<file path="src/rtl/nvm_pkg.sv">
package nvm_pkg;
   localparam int unsigned OFS_CTRL    = 0;
   localparam int unsigned OFS_DATA    = 1;
   localparam int unsigned OFS_ADDR_LO = 2;
   localparam int unsigned OFS_ADDR_HI = 3;
   localparam int unsigned CB_RD  = 0;
   localparam int unsigned CB_WR  = 1;
   localparam int unsigned CB_ARM = 2;
   localparam int unsigned CB_IEN = 3;
   localparam int unsigned BUS_W  = 8;
endpackage

</file>
<file path="src/rtl/nvm_unlock.sv">
module nvm_unlock #(
   parameter int unsigned WINDOW = 4
) (
   input  logic clk,
   input  logic rst_n,
   input  logic arm_i,
   output logic open_o
);
   localparam int unsigned CW = $clog2(WINDOW + 1);
   logic [CW-1:0] cnt_q;

   generate if (WINDOW < 1) begin : g_bad_window
      $error("nvm_unlock: WINDOW must be at least 1");
   end endgenerate

   always_ff @(posedge clk or negedge rst_n) begin
      if (!rst_n)             cnt_q <= '0;
      else if (arm_i)         cnt_q <= CW'(WINDOW);
      else if (cnt_q != '0)   cnt_q <= cnt_q - 1'b1;
   end
   assign open_o = (cnt_q != '0);

   // checker: age since last arm, saturating
   logic [CW:0] age_q;
   always_ff @(posedge clk or negedge rst_n) begin
      if (!rst_n)                         age_q <= '1;
      else if (arm_i)                     age_q <= '0;
      else if (age_q != '1)               age_q <= age_q + 1'b1;
   end

   // window never outlives WINDOW cycles after arming
   a_r3_window_bound: assert property (@(posedge clk) disable iff (!rst_n)
      open_o |-> (age_q < (CW+1)'(WINDOW)));
   // arming opens the window at the next cycle
   a_r3_arm_opens: assert property (@(posedge clk) disable iff (!rst_n)
      arm_i |=> open_o);
endmodule

</file>
<file path="src/rtl/nvm_prog_seq.sv">
module nvm_prog_seq #(
   parameter int unsigned PROG_CYCLES = 64,
   parameter int unsigned ADDR_W      = 9,
   parameter int unsigned DATA_W      = 8
) (
   input  logic              clk,
   input  logic              rst_n,
   input  logic              start_i,
   input  logic [ADDR_W-1:0] addr_i,
   input  logic [DATA_W-1:0] data_i,
   output logic              busy_o,
   output logic              commit_o,
   output logic [ADDR_W-1:0] commit_addr_o,
   output logic [DATA_W-1:0] commit_data_o
);
   localparam int unsigned TW = $clog2(PROG_CYCLES + 1);
   logic [TW-1:0]     left_q;
   logic              busy_q;
   logic [ADDR_W-1:0] lat_addr_q;
   logic [DATA_W-1:0] lat_data_q;

   generate if (PROG_CYCLES < 2) begin : g_bad_prog
      $error("nvm_prog_seq: PROG_CYCLES must be at least 2");
   end endgenerate

   assign commit_o = busy_q && (left_q == TW'(1));

   always_ff @(posedge clk or negedge rst_n) begin
      if (!rst_n) begin
         busy_q <= 1'b0;
         left_q <= '0;
      end else if (start_i && !busy_q) begin
         busy_q <= 1'b1;
         left_q <= TW'(PROG_CYCLES);
      end else if (busy_q) begin
         left_q <= left_q - 1'b1;
         if (commit_o) busy_q <= 1'b0;
      end
   end

   always_ff @(posedge clk) begin
      if (start_i && !busy_q) begin
         lat_addr_q <= addr_i;
         lat_data_q <= data_i;
      end
   end

   assign busy_o        = busy_q;
   assign commit_addr_o = lat_addr_q;
   assign commit_data_o = lat_data_q;

   // busy holds until the final programming cycle
   a_r9_busy_holds: assert property (@(posedge clk) disable iff (!rst_n)
      (busy_q && !commit_o) |=> busy_q);
   // busy drops right after commit
   a_r9_busy_ends: assert property (@(posedge clk) disable iff (!rst_n)
      commit_o |=> !busy_q);
   // latched target stays put while programming
   a_r11_latch_stable: assert property (@(posedge clk) disable iff (!rst_n)
      (busy_q && $past(busy_q)) |-> ($stable(lat_addr_q) && $stable(lat_data_q)));
endmodule

</file>
<file path="src/rtl/nvm_array.sv">
module nvm_array #(
   parameter int unsigned ADDR_W = 9,
   parameter int unsigned DATA_W = 8
) (
   input  logic              clk,
   input  logic              we_i,
   input  logic [ADDR_W-1:0] waddr_i,
   input  logic [DATA_W-1:0] wdata_i,
   input  logic [ADDR_W-1:0] raddr_i,
   output logic [DATA_W-1:0] rdata_o
);
   localparam int unsigned DEPTH = 1 << ADDR_W;
   logic [DATA_W-1:0] cells_q [DEPTH];

   always_ff @(posedge clk) begin
      if (we_i) cells_q[waddr_i] <= wdata_i;
   end
   assign rdata_o = cells_q[raddr_i];
endmodule

</file>
<file path="src/rtl/nvm_ctrl.sv">
module nvm_ctrl
   import nvm_pkg::*;
#(
   parameter int unsigned ADDR_W      = 9,
   parameter int unsigned PROG_CYCLES = 64,
   parameter int unsigned ARM_WINDOW  = 4
) (
   input  logic             clk,
   input  logic             rst_n,
   input  logic [1:0]       bus_addr,
   input  logic [BUS_W-1:0] bus_wdata,
   input  logic             bus_we,
   input  logic             bus_re,
   output logic [BUS_W-1:0] rd_data,
   input  logic             global_ie,
   output logic             irq_o
);
   localparam int unsigned LO_W = (ADDR_W > 8) ? 8 : ADDR_W;

   generate if (ADDR_W < 1 || ADDR_W > 16) begin : g_bad_addr
      $error("nvm_ctrl: ADDR_W must be in 1..16");
   end endgenerate

   logic wr_ctrl, wr_data, wr_lo, wr_hi;
   assign wr_ctrl = bus_we && (bus_addr == 2'(OFS_CTRL));
   assign wr_data = bus_we && (bus_addr == 2'(OFS_DATA));
   assign wr_lo   = bus_we && (bus_addr == 2'(OFS_ADDR_LO));
   assign wr_hi   = bus_we && (bus_addr == 2'(OFS_ADDR_HI));

   // address register: no reset value
   logic [LO_W-1:0]   lo_q;
   logic [ADDR_W-1:0] cur_addr;
   logic [BUS_W-1:0]  lo_rd, hi_rd;

   always_ff @(posedge clk) begin
      if (wr_lo) lo_q <= bus_wdata[LO_W-1:0];
   end
   assign lo_rd = BUS_W'(lo_q);

   generate if (ADDR_W > 8) begin : g_hi
      logic [ADDR_W-9:0] hi_q;
      always_ff @(posedge clk) begin
         if (wr_hi) hi_q <= bus_wdata[ADDR_W-9:0];
      end
      assign cur_addr = {hi_q, lo_q};
      assign hi_rd    = BUS_W'(hi_q);
      if (ADDR_W < 16) begin : g_hi_unused
         logic unused_hi_bits;
         assign unused_hi_bits = ^bus_wdata[7:ADDR_W-8];
      end
   end else begin : g_no_hi
      assign cur_addr = lo_q;
      assign hi_rd    = '0;
   end endgenerate

   // sequencing
   logic open, busy, commit, start, rd_go;
   logic [ADDR_W-1:0] c_addr;
   logic [BUS_W-1:0]  c_data, arr_rdata;
   logic [BUS_W-1:0]  data_q;
   logic              ien_q;

   assign start = wr_ctrl && bus_wdata[CB_WR] && open && !busy;
   assign rd_go = wr_ctrl && bus_wdata[CB_RD] && !busy;

   nvm_unlock #(.WINDOW(ARM_WINDOW)) u_unlock (
      .clk(clk), .rst_n(rst_n),
      .arm_i(wr_ctrl && bus_wdata[CB_ARM]),
      .open_o(open));

   nvm_prog_seq #(.PROG_CYCLES(PROG_CYCLES), .ADDR_W(ADDR_W), .DATA_W(BUS_W)) u_seq (
      .clk(clk), .rst_n(rst_n), .start_i(start),
      .addr_i(cur_addr), .data_i(data_q),
      .busy_o(busy), .commit_o(commit),
      .commit_addr_o(c_addr), .commit_data_o(c_data));

   nvm_array #(.ADDR_W(ADDR_W), .DATA_W(BUS_W)) u_array (
      .clk(clk), .we_i(commit), .waddr_i(c_addr), .wdata_i(c_data),
      .raddr_i(cur_addr), .rdata_o(arr_rdata));

   always_ff @(posedge clk or negedge rst_n) begin
      if (!rst_n) begin
         data_q <= '0;
         ien_q  <= 1'b0;
      end else begin
         if (wr_data)    data_q <= bus_wdata;
         else if (rd_go) data_q <= arr_rdata;
         if (wr_ctrl)    ien_q  <= bus_wdata[CB_IEN];
      end
   end

   logic [BUS_W-1:0] ctrl_rd, mux_rd;
   always_comb begin
      ctrl_rd         = '0;
      ctrl_rd[CB_IEN] = ien_q;
      ctrl_rd[CB_ARM] = open;
      ctrl_rd[CB_WR]  = busy;
      unique case (bus_addr)
         2'(OFS_CTRL):    mux_rd = ctrl_rd;
         2'(OFS_DATA):    mux_rd = data_q;
         2'(OFS_ADDR_LO): mux_rd = lo_rd;
         default:         mux_rd = hi_rd;
      endcase
   end

   always_ff @(posedge clk or negedge rst_n) begin
      if (!rst_n)      rd_data <= '0;
      else if (bus_re) rd_data <= mux_rd;
   end

   assign irq_o = ien_q && global_ie && !busy;

   // a write command while locked never starts programming
   a_r5_locked_no_write: assert property (@(posedge clk) disable iff (!rst_n)
      (wr_ctrl && bus_wdata[CB_WR] && !open && !busy) |=> !busy);
   // interrupt silent during a write
   a_r7_quiet_while_busy: assert property (@(posedge clk) disable iff (!rst_n)
      busy |-> !irq_o);
   // read command during a write leaves data register alone
   a_r10_read_ignored: assert property (@(posedge clk) disable iff (!rst_n)
      (wr_ctrl && bus_wdata[CB_RD] && busy) |=> $stable(data_q));
   // accepted write command makes the controller busy
   a_r4_start_busy: assert property (@(posedge clk) disable iff (!rst_n)
      start |=> busy);
endmodule

</file>
<file path="config.mk">
export PLATFORM = sky130hd
export DESIGN_NAME = nvm_ctrl
export DESIGN_NICKNAME = d
export VERILOG_FILES = /design/src/rtl/nvm_pkg.sv /design/src/rtl/nvm_unlock.sv /design/src/rtl/nvm_prog_seq.sv /design/src/rtl/nvm_array.sv /design/src/rtl/nvm_ctrl.sv
export SDC_FILE = /design/constraint.sdc
export NUM_CORES = 2
export LEC_CHECK = 0
export ABC_AREA = 1
export BUFFER_PORTS_ARGS = -buffer_cell sky130_fd_sc_hd__buf_2
export CAP_MARGIN = 20
export CORE_ASPECT_RATIO = 1.4
export CORE_UTILIZATION = 35
export DETAILED_ROUTE_END_ITERATION = 10
export HOLD_SLACK_MARGIN = 0.12
export PLACE_DENSITY = 0.55
export SLEW_MARGIN = 5
export SYNTH_ARGS = -nofsm -noshare
export SYNTH_HDL_FRONTEND = slang
export SYNTH_SLANG_ARGS = --single-unit
</file>
<file path="constraint.sdc">
create_clock -name clk -period 7.7 [get_ports clk]
set_clock_uncertainty 0.15 [all_clocks]
set_input_delay 1.155 -clock clk [delete_from_list [all_inputs] [get_ports clk]]
set_output_delay 1.155 -clock clk [all_outputs]
set_load 0.01 [all_outputs]
</file>
==> run_results.csv <==
group,metric,value,unit
floorplan,floorplan.rows,300,
timing,finalMaxSlewViolations,0,
global_route,grt_pass1_vias,103000,
timing,fin_crit_sh,64.0,%
critical_path,critPathBufInv,3,
synthesis,syn_nets,14000,
critical_path,cp.arrival,5.69,ns
critical_path,end_kind,"flip-flop",
cts,clock_tree.root_cell,"clkbuf_16",
synthesis,netlist_top_cells_area,"edfxtp_1 (74%), nand3_1 (12%), nand2_1 (8.9%), nor2_1 (1.4%), buf_2 (1.3%)",
synthesis,ys_seq_elements,4150,
timing,min_period,4.93,ns
global_route,overflow,0,
cells_and_area,fin_util,38.9,%
synthesis,synth_top_area_share,73.6,%
timing,setup_viol,0,
cells_and_area,area_delta_synth_final,10.3,%
global_route,antenna_found_initial,27,
floorplan,die-area,0.483,mm^2
floorplan,io_pins,24,
timing,rsz0062_at_grt,"false",
synthesis,synth.yosys.seq_area_share,74.0,%
cells_and_area,final_cell_mix,"edfxtp_1 (4122), nand2_1 (3978), nand3_1 (3900), nor2_1 (632), clkbuf_16 (382)",
placed_design,port_buffers,23,
synthesis,netlist_area,0.168,mm^2
placed_design,place_congestion,0.808,
critical_path,crit_path_max_fanout,130,
cts,ctsLongestPathBuffers,4,
synthesis,ys_types,32,
critical_path,slowest_stage,"buf_4",
run_status,status,"complete, no violations",
critical_path,worstSetupPathType,"flip-flop to flip-flop",
route,drt-pass1-iter-count,6,
cts,clk_pin_slew,0.07,ns
cells_and_area,finalInstanceArea,0.186,mm^2
power_and_ir_drop,p_leak,62.5,nW
global_route,grt_start_max_net_pins,209,
critical_path,startpoint_type,"flip-flop",
cells_and_area,final_cell_count_no_fill,20300,
global_route,grt_usage,19.9,%
cts,ctsHoldBuffers,0,
cts,cts_tree,"yes",
critical_path,cp_slowest_stage_delay,0.70,ns
placed_design,dp_hpwl,270,mm
route,wl,496,mm
critical_path,crit_chain,"buf_4, buf_12, buf_4, nand2_1, nand3_1, nand3_1, nand3_1, nand3_1, nand3_1, nand3_1, nand3_1, nand2_1, nand2_1, nand3_1, nand2_1",
timing,hold_viol,0,
critical_path,cp.required,8.47,ns
cells_and_area,drive_gt1_share,5.44,%
global_route,use_met2,34.0,%
power_and_ir_drop,power,45.4,mW
synthesis,synth.avg_cell_area,12.0,um^2
synthesis,synth_top_area_cell,"edfxtp_1",
synthesis,synthCells,14000,
flow_run,cap_violations,0,
floorplan,core_area,0.477,mm^2
route,vias,108000,
global_route,grt_pass1_wl,720,mm
cts,cts_buffers,380,
cts,htree_levels,5,
power_and_ir_drop,power_per_cell_area,244,mW/mm^2
timing,clock.fmax,203,MHz
hold_path,hold_class,"input port to flip-flop",
floorplan,start_util,35.2,%
placed_design,postPlaceCellArea,0.174,mm^2
global_route,use_met1,25.4,%
power_and_ir_drop,ir_worst_vdd,0.000191,V
placed_design,placed_cells,19600,
synthesis,yosys_warnings,0,
critical_path,path_delay_family,"simple AND/OR/NAND/NOR gates",
critical_path,cpMostUsedCell,"nand3_1",
floorplan,die_h,822,um
route,viasPerCell,5.32,
cells_and_area,final_common_cell,"edfxtp_1",
timing,tightest_slew,1.32,ns
floorplan,die_w,588,um
cells_and_area,nets,13600,
cts,cts_sinks,4150,
route,drc,0,
global_route,use_met3,2.48,%
cts,ctsResizeCount,0,
route,wl_per_cell,24.5,um
global_route,top_usage_layer,"met2",
route,postRouteAntennaNets,0,
cts,clock_latency,0.98,ns
cts,postCtsSetupRepairBufs,0,
timing,maxSlewHeadroom,12.0,%
route,drt_iter0_drc,10900,
## cell families after synthesis
kind of cell               synth area share [%]
AOI/OAI and AO/OA                         0.779
xor gates and xnor gates                0.00521
adders and majority gates                0.0298
buffers and inverters                      3.16
DFF                                        74.0
muxes                                    0.0201
and+or+nand+nor                            22.0
## worst register-to-register path: cells and delay by family, from the launching register on
family        cells  cell delay [ns]
buf+inv           3             2.20
simple gates     12             1.88
flops             1             0.65
## stage by stage
step	hold WS, ns	setup TNS, ns	setup slack (ns)
2_1_floorplan	0.271	-176.73	-0.0431
3_3_place_gp	0.331	0	2.78
3_5_place_dp	0.342	0	2.80
4_1_cts	0.176	0	2.78
5_1_grt	0.227	0	2.58
6_report	0.239	0	2.77
## synthesized netlist by cell type
cell	count
nor4_1	1
o211ai_1	3
inv_4	1
clkinv_1	2
a21oi_1	37
buf_2	442
a32o_1	2
clkbuf_1	265
o21ai_0	142
a22o_1	2
nor3_1	12
inv_1	78
o31ai_1	1
nor2_1	637
buf_6	31
dfrtp_1	28
buf_1	116
or2_2	3
ha_1	4
a41oi_1	1
xnor2_1	1
nand4_1	1
clkinv_2	1
edfxtp_1	4122
a31oi_1	4
nor3_2	4
mux2_2	3
nand2_1	3994
o22ai_1	50
buf_4	133
inv_2	2
nand3_1	3900
## power breakdown
part | leakage, nW | internal, mW | switching [mW]
combinational | 19.3 | 0.526 | 1.50
clock | 5.81 | 10.3 | 8.54
sequential | 37.4 | 24.5 | 0.0495
## flip-flops by register name (all words and copies together) (netlist names)
| register | cells |
|---|---|
| u_seq.commit_data_o | 8 |
| u_unlock.cnt_q | 3 |
| rd_data | 8 |
| u_seq.left_q | 7 |
| data_q | 8 |
| lo_q | 8 |
| u_seq.commit_addr_o | 9 |
| u_seq.busy_o | 1 |
| ien_q | 1 |
| u_array.cells_q | 4096 |
| g_hi.hi_q | 1 |
## path summary, 6_finish.rpt
path | startpoint | endpoint | slack [ns] | cells after the start
max reg2reg | lo_q[0] | data_q[4] | 2.77 | 15
min reg2reg | u_seq.left_q[6] | u_seq.left_q[6] | 0.36 | 1
max in group asynchronous | rst_n | rd_data[3] | 6.47 | 1
max | lo_q[0] | data_q[4] | 2.77 | 15
min | bus_wdata[2] | lo_q[2] | 0.24 | 1
min in group asynchronous | rst_n | data_q[2] | 0.26 | 1
## routing by layer
metal,vias up,wire length [um]
li1,49100,-
met1,54200,197000
met2,3743,246000
met3,860,30600
met4,8,21800
met5,-,58
## area by class of cell
class | instances | area (um^2)
tap | 6342 | 7940
multi-input combinational | 8802 | 38600
timing repair buffer | 199 | 2220
clock inverter | 218 | 2070
antenna | 13 | 32.5
inverter | 84 | 369
clock buffer | 463 | 9870
sequential | 4150 | 124000
fill | 45200 | 292000
Note: power is estimated with default switching activity, not from simulation.
